<file path="src/rtl/zrf_pkg.sv">
package zrf_pkg;

   typedef enum logic [0:0] {
      ZERO_AT_TOP = 1'b0,
      ZERO_NONE   = 1'b1
   } zero_mode_e;

   function automatic int idx_width(input int n);
      return (n <= 2) ? 1 : $clog2(n);
   endfunction

endpackage

</file>
<file path="src/rtl/zrf_storage.sv">
module zrf_storage
   import zrf_pkg::*;
#(
   parameter int         NUM_REGS = 32,
   parameter int         DATA_W   = 32,
   parameter zero_mode_e ZMODE    = ZERO_AT_TOP,
   localparam int        IDX_W    = idx_width(NUM_REGS)
) (
   input  logic                              clk,
   input  logic                              rst,
   input  logic                              wr_en,
   input  logic [IDX_W-1:0]                  wr_idx,
   input  logic [DATA_W-1:0]                 wr_data,
   output logic [NUM_REGS-1:0][DATA_W-1:0]   rows
);

   localparam int  ZERO_IDX = NUM_REGS - 1;
   localparam bit  HAS_ZERO = (ZMODE == ZERO_AT_TOP);

   logic [NUM_REGS-1:0] row_we;

   for (genvar i = 0; i < NUM_REGS; i++) begin : g_row
      assign row_we[i] = wr_en && (wr_idx == IDX_W'(i));

      if (HAS_ZERO && (i == ZERO_IDX)) begin : g_const
         assign rows[i] = '0;
      end else begin : g_flop
         logic [DATA_W-1:0] q;
         always_ff @(posedge clk) begin
            if (rst)
               q <= '0;
            else if (row_we[i])
               q <= wr_data;
         end
         assign rows[i] = q;
      end
   end

   logic wr_real;
   assign wr_real = wr_en && !(HAS_ZERO && (wr_idx == IDX_W'(ZERO_IDX)));

   // a real write lands in the addressed row
   a_r5_write_lands: assert property (@(posedge clk) disable iff (rst)
      wr_real |=> rows[$past(wr_idx)] == $past(wr_data));

   // no enable, no change
   a_r6_hold_when_idle: assert property (@(posedge clk) disable iff (rst)
      !wr_en |=> $stable(rows));

   // a write to the constant register touches nothing
   a_r4_zero_write_dropped: assert property (@(posedge clk) disable iff (rst)
      (wr_en && HAS_ZERO && (wr_idx == IDX_W'(ZERO_IDX))) |=> $stable(rows));

   // reset clears the array and wins over a write
   a_r8_reset_clears: assert property (@(posedge clk)
      rst |=> (rows == '0));

endmodule

</file>
<file path="src/rtl/zrf_read_port.sv">
module zrf_read_port
   import zrf_pkg::*;
#(
   parameter int         NUM_REGS = 32,
   parameter int         DATA_W   = 32,
   parameter zero_mode_e ZMODE    = ZERO_AT_TOP,
   localparam int        IDX_W    = idx_width(NUM_REGS)
) (
   input  logic [NUM_REGS-1:0][DATA_W-1:0] rows,
   input  logic [IDX_W-1:0]                idx,
   output logic [DATA_W-1:0]               data
);

   localparam int ZERO_IDX = NUM_REGS - 1;

   logic in_range;
   assign in_range = ({1'b0, idx} < (IDX_W+1)'(NUM_REGS));

   if (ZMODE == ZERO_AT_TOP) begin : g_zero_mask
      always_comb begin
         if (!in_range || (idx == IDX_W'(ZERO_IDX)))
            data = '0;
         else
            data = rows[idx];
      end
   end else begin : g_plain
      always_comb begin
         if (!in_range)
            data = '0;
         else
            data = rows[idx];
      end
   end

endmodule

</file>
<file path="src/rtl/zreg_file.sv">
module zreg_file
   import zrf_pkg::*;
#(
   parameter int         NUM_REGS = 32,
   parameter int         DATA_W   = 32,
   parameter zero_mode_e ZMODE    = ZERO_AT_TOP,
   localparam int        IDX_W    = idx_width(NUM_REGS)
) (
   input  logic              clk,
   input  logic              rst,
   input  logic              wr_en,
   input  logic [IDX_W-1:0]  wr_idx,
   input  logic [DATA_W-1:0] wr_data,
   input  logic [IDX_W-1:0]  rd_idx_a,
   output logic [DATA_W-1:0] rd_data_a,
   input  logic [IDX_W-1:0]  rd_idx_b,
   output logic [DATA_W-1:0] rd_data_b
);

   localparam int ZERO_IDX = NUM_REGS - 1;
   localparam bit HAS_ZERO = (ZMODE == ZERO_AT_TOP);

   if (NUM_REGS < 2) begin : g_bad_depth
      $error("zreg_file: NUM_REGS must be at least 2");
   end
   if (DATA_W < 1) begin : g_bad_width
      $error("zreg_file: DATA_W must be at least 1");
   end

   logic [NUM_REGS-1:0][DATA_W-1:0] rows;

   zrf_storage #(
      .NUM_REGS (NUM_REGS),
      .DATA_W   (DATA_W),
      .ZMODE    (ZMODE)
   ) u_store (
      .clk     (clk),
      .rst     (rst),
      .wr_en   (wr_en),
      .wr_idx  (wr_idx),
      .wr_data (wr_data),
      .rows    (rows)
   );

   zrf_read_port #(
      .NUM_REGS (NUM_REGS),
      .DATA_W   (DATA_W),
      .ZMODE    (ZMODE)
   ) u_port_a (
      .rows (rows),
      .idx  (rd_idx_a),
      .data (rd_data_a)
   );

   zrf_read_port #(
      .NUM_REGS (NUM_REGS),
      .DATA_W   (DATA_W),
      .ZMODE    (ZMODE)
   ) u_port_b (
      .rows (rows),
      .idx  (rd_idx_b),
      .data (rd_data_b)
   );

   // the constant register reads zero on both ports
   a_r3_zero_on_a: assert property (@(posedge clk) disable iff (rst)
      (HAS_ZERO && (rd_idx_a == IDX_W'(ZERO_IDX))) |-> (rd_data_a == '0));
   a_r3_zero_on_b: assert property (@(posedge clk) disable iff (rst)
      (HAS_ZERO && (rd_idx_b == IDX_W'(ZERO_IDX))) |-> (rd_data_b == '0));

   // a value written now is seen on a port that keeps its index
   a_r7_new_value_next: assert property (@(posedge clk) disable iff (rst)
      (wr_en && (wr_idx == rd_idx_a) && !(HAS_ZERO && (wr_idx == IDX_W'(ZERO_IDX))))
      |=> ((rd_idx_a != $past(rd_idx_a)) || (rd_data_a == $past(wr_data))));

endmodule

</file>
<file path="config.mk">
export PLATFORM = sky130hd
export DESIGN_NAME = zreg_file
export DESIGN_NICKNAME = d
export VERILOG_FILES = /design/src/rtl/zrf_pkg.sv /design/src/rtl/zrf_storage.sv /design/src/rtl/zrf_read_port.sv /design/src/rtl/zreg_file.sv
export SDC_FILE = /design/constraint.sdc
export NUM_CORES = 2
export LEC_CHECK = 0
export BUFFER_PORTS_ARGS = -buffer_cell sky130_fd_sc_hd__buf_4
export CAP_MARGIN = 15
export CORE_MARGIN = 8
export CORE_UTILIZATION = 45
export CTS_BUF_LIST = sky130_fd_sc_hd__clkbuf_4
export DETAILED_ROUTE_END_ITERATION = 16
export PLACE_DENSITY = 0.67
export SKIP_CTS_REPAIR_TIMING = 1
export SLEW_MARGIN = 0
export SYNTH_ARGS = -nofsm -noshare
export SYNTH_HDL_FRONTEND = slang
export SYNTH_SLANG_ARGS = --single-unit
</file>
<file path="constraint.sdc">
create_clock -name clk -period 4.71 [get_ports clk]
set_input_delay 0.2355 -clock clk [delete_from_list [all_inputs] [get_ports clk]]
set_output_delay 0.2355 -clock clk [all_outputs]
set_load 0.05 [all_outputs]
</file>
==> reports/metrics.csv <==
stage,metric,value,unit
clock_network,CTS tree,done,
setup_path,CP top delay family,compound AO/OA/AOI/OAI gates,
power_and_ir_drop,Leakage,18.4,nW
clock_network,# clock sinks,992,
synthesis,Synth Instances,5803,
min_path,Hold Path Origin,wr_data[28],
detailed_routing,drt drc,0,
sta,# setup viols final,0,
sta,Max Fclk,0.271,GHz
detailed_routing,Post-DRT Antenna Nets,0,
setup_path,Critical Path Fanout Max,3,
placement,GPL Wtd Cong,0.924,
setup_path,crit end category,output port,
sta,RSZ-0062 raised after global routing,false,
layout,Layout area overhead,11.1,%
sta,Slew headroom,17.2,%
power_and_ir_drop,VDD IR max,0.000278,V
sta,setup TNS,0,ns
synthesis,share of the synthesized area in the top cell type,39.2,%
synthesis,ys flop type,dfxtp_1,
die,I/O pin total,114,
layout,largest registers,u_store.g_row.g_flop.q (992),
synthesis,most numerous cell in the Yosys netlist,nand2_1,
layout,most flop-heavy register,u_store.g_row.g_flop.q,
synthesis,Syn Nets,5853,
global_routing,Total Routing Usage GR,31.7,%
synthesis,Synth area leader,dfxtp_1,
clock_network,root buf cell,clkbuf_4,
die,# rows,123,
setup_path,R2R Setup Slk,3.53,ns
sta,crit path time final,3.68,ns
global_routing,number of global-route vias before repair,44664,
die,die width,351,um
setup_path,Critical Path Max Stage Delay,0.61,ns
min_path,HP Class,primary input to flip-flop,
placement,DP Wirelength,119,mm
setup_path,worst setup path class,flip-flop to output port,
sta,Final Hold Viols,0,
die,Starting Density,45.2,%
setup_path,R2R Path Start,u_store.g_row[10].g_flop.q[4],
global_routing,initial antenna violation count,14,
synthesis,"EDFF count, synth",0,
setup_path,Worst Setup SP,u_store.g_row[22].g_flop.q[0],
sta,Post-Route Skew,0,ns
synthesis,sequential share of the synthesized area,39.2,%
flow_run,Max Cap Viol,0,
sta,Worst-Margin Slew,1.24,ns
min_path,Hold Path End,u_store.g_row[30].g_flop.q[28],
die,die height,351,um
power_and_ir_drop,pwr/cell area,318,nW/um^2
setup_path,critical path data arrival time,3.45,ns
synthesis,top post-synthesis cells by count,"nand2_1, a21oi_1, dfxtp_1, clkbuf_1, mux4_2",
setup_path,Critical Path RT,4.47,ns
min_path,hold depth,4,
setup_path,r2r worst-path depth,3,
clock_network,clk buf depth,4,
setup_path,critical path depth,5,
global_routing,first-pass GRT wire length,293,mm
setup_path,CP max-delay cell,a221oi_1,
synthesis,synthesized area per cell,8.72,um^2
layout,max FFs per register,992,
setup_path,CP Cell Sequence,mux4_2 -> mux2_2 -> a221oi_1 -> o21ai_1 -> buf_4,
setup_path,FF-to-FF End,u_store.g_row[10].g_flop.q[4],
detailed_routing,via count,47734,
setup_path,Critical Path Start Type,flip-flop,
run_status,status,"complete, no violations",
detailed_routing,Iteration-0 DRC Markers,7844,
setup_path,Worst Path Buf+Inv,1,
global_routing,grt ovf,0,
detailed_routing,vias per cell,6.38,
layout,Layout Utilization,50.2,%
detailed_routing,first drt pass iteration count,10,
clock_network,Worst-path clk slew,0.07,ns
global_routing,largest net degree at the start of global routing,154,
clock_network,CTS H-tree lvls,5,
layout,Layout Nets,5849,
detailed_routing,DR WL/cell,27.2,um
clock_network,Num CTS Buffers,283,
sta,final worst path period share,78.2,%
synthesis,"FF+latch count, synth",992,
die,die area,123000,um^2
synthesis,Synth cell types,48,
synthesis,ys async rst share,0,%
layout,Fillers,10491,
die,area of the core,112000,um^2
detailed_routing,total routed wirelength,203,mm
synthesis,Synth area leaders,"dfxtp_1, mux4_2, nand2_1",
synthesis,synthesized cell area,50600,um^2
clock_network,worst skew pair latency,1.14,ns
sta,"Slew Viols, Final",0,
synthesis,Synth Warn #,0,
placement,PortBufs,113,
layout,share of cells above drive strength 1,20.8,%
cell type report:
| class | instances | area, um^2 | share of cell area, % |
|---|---|---|---|
| Antenna cell | 16 | 40.0 | 0.0712 |
| Clock inverter | 54 | 289 | 0.514 |
| Tap cell | 1500 | 1880 | 3.34 |
| Multi-Input combinational cell | 4216 | 28400 | 50.5 |
| Inverter | 1 | 3.75 | 0.00668 |
| Timing Repair Buffer | 305 | 2770 | 4.92 |
| Clock buffer | 397 | 2980 | 5.30 |
| Sequential cell | 992 | 19900 | 35.3 |
logic make-up (layout without fill, tap and decap cells):
| family | Yosys count | after routing | share of synthesized area (%) |
|---|---|---|---|
| other cells | 0 | 16 | 0 |
| simple gates | 2279 | 2279 | 17.2 |
| buf+inv | 595 | 757 | 5.37 |
| mux | 677 | 677 | 24.4 |
| compound gates | 1260 | 1260 | 13.7 |
| flops | 992 | 992 | 39.2 |
routing by layer:
layer,up-vias,global-route usage [%],share of wire (%)
met2,3568,45.4,42
met1,23118,41.2,37
met5,-,0.745,0.091
met4,8,17.3,5.7
li1,20286,-,-
met3,754,11.9,15
tightest hold or removal path, stage by stage:
cell and delay (ns):
dlygate4sd3_1 0.53, buf_4 0.26, nand2_1 0.10, a21oi_1 0.06
how the worst max path moves through the flow:
stage / to
finish: rd_data_b[0]
detailed placement: rd_data_a[0]
CTS: rd_data_b[0]
global route: rd_data_b[0]
floorplan: rd_data_a[9]
global placement: rd_data_a[0]
per-stage QoR:
step | cell area, um^2 | power [W] | hold WS [ns] | setup WS [ns] | std cells
finish | 56200 | 0.0179 | 0.0147 | 1.03 | 7481
global route | 56200 | 0.0184 | 0.00363 | 1.07 | 7470
CTS | 55700 | 0.0178 | -0.602 | 1.15 | 7414
detailed placement | 52400 | 0.0102 | 0.456 | 1.44 | 6963
global placement | 52300 | 0.0102 | 0.449 | 1.43 | 6960
floorplan | 50600 | 0.00969 | 0.371 | 2.20 | 5803
power breakdown:
part	switching (W)	total, W	internal [W]
registers	0.0000461	0.00849	0.00845
clock network	0.00374	0.00775	0.00401
logic	0.00115	0.00162	0.000474
layout by cell type, fill, tap and decap left out, drive strengths merged, types with 2 or more instances in the layout:
cell / Yosys / layout
a211o: 7 / 7
a211oi: 18 / 18
a21oi: 1001 / 1001
a221oi: 2 / 2
a22oi: 27 / 27
a31oi: 3 / 3
buf: 148 / 254
bufinv: 0 / 3
clkbuf: 446 / 398
clkinv: 0 / 43
dfxtp: 992 / 992
diode: 0 / 16
dlygate4sd3: 0 / 50
inv: 1 / 9
mux2: 49 / 49
mux2i: 186 / 186
mux4: 442 / 442
nand2: 2134 / 2134
nand2b: 12 / 12
nand3: 17 / 17
nand3b: 2 / 2
nand4: 2 / 2
nor2: 66 / 66
nor2b: 14 / 14
nor3: 25 / 25
o2111ai: 2 / 2
o211ai: 102 / 102
o21ai: 51 / 51
o221ai: 20 / 20
o22a: 20 / 20
o22ai: 2 / 2
or2: 2 / 2
or3: 2 / 2
(Power assumes the default switching activity.)
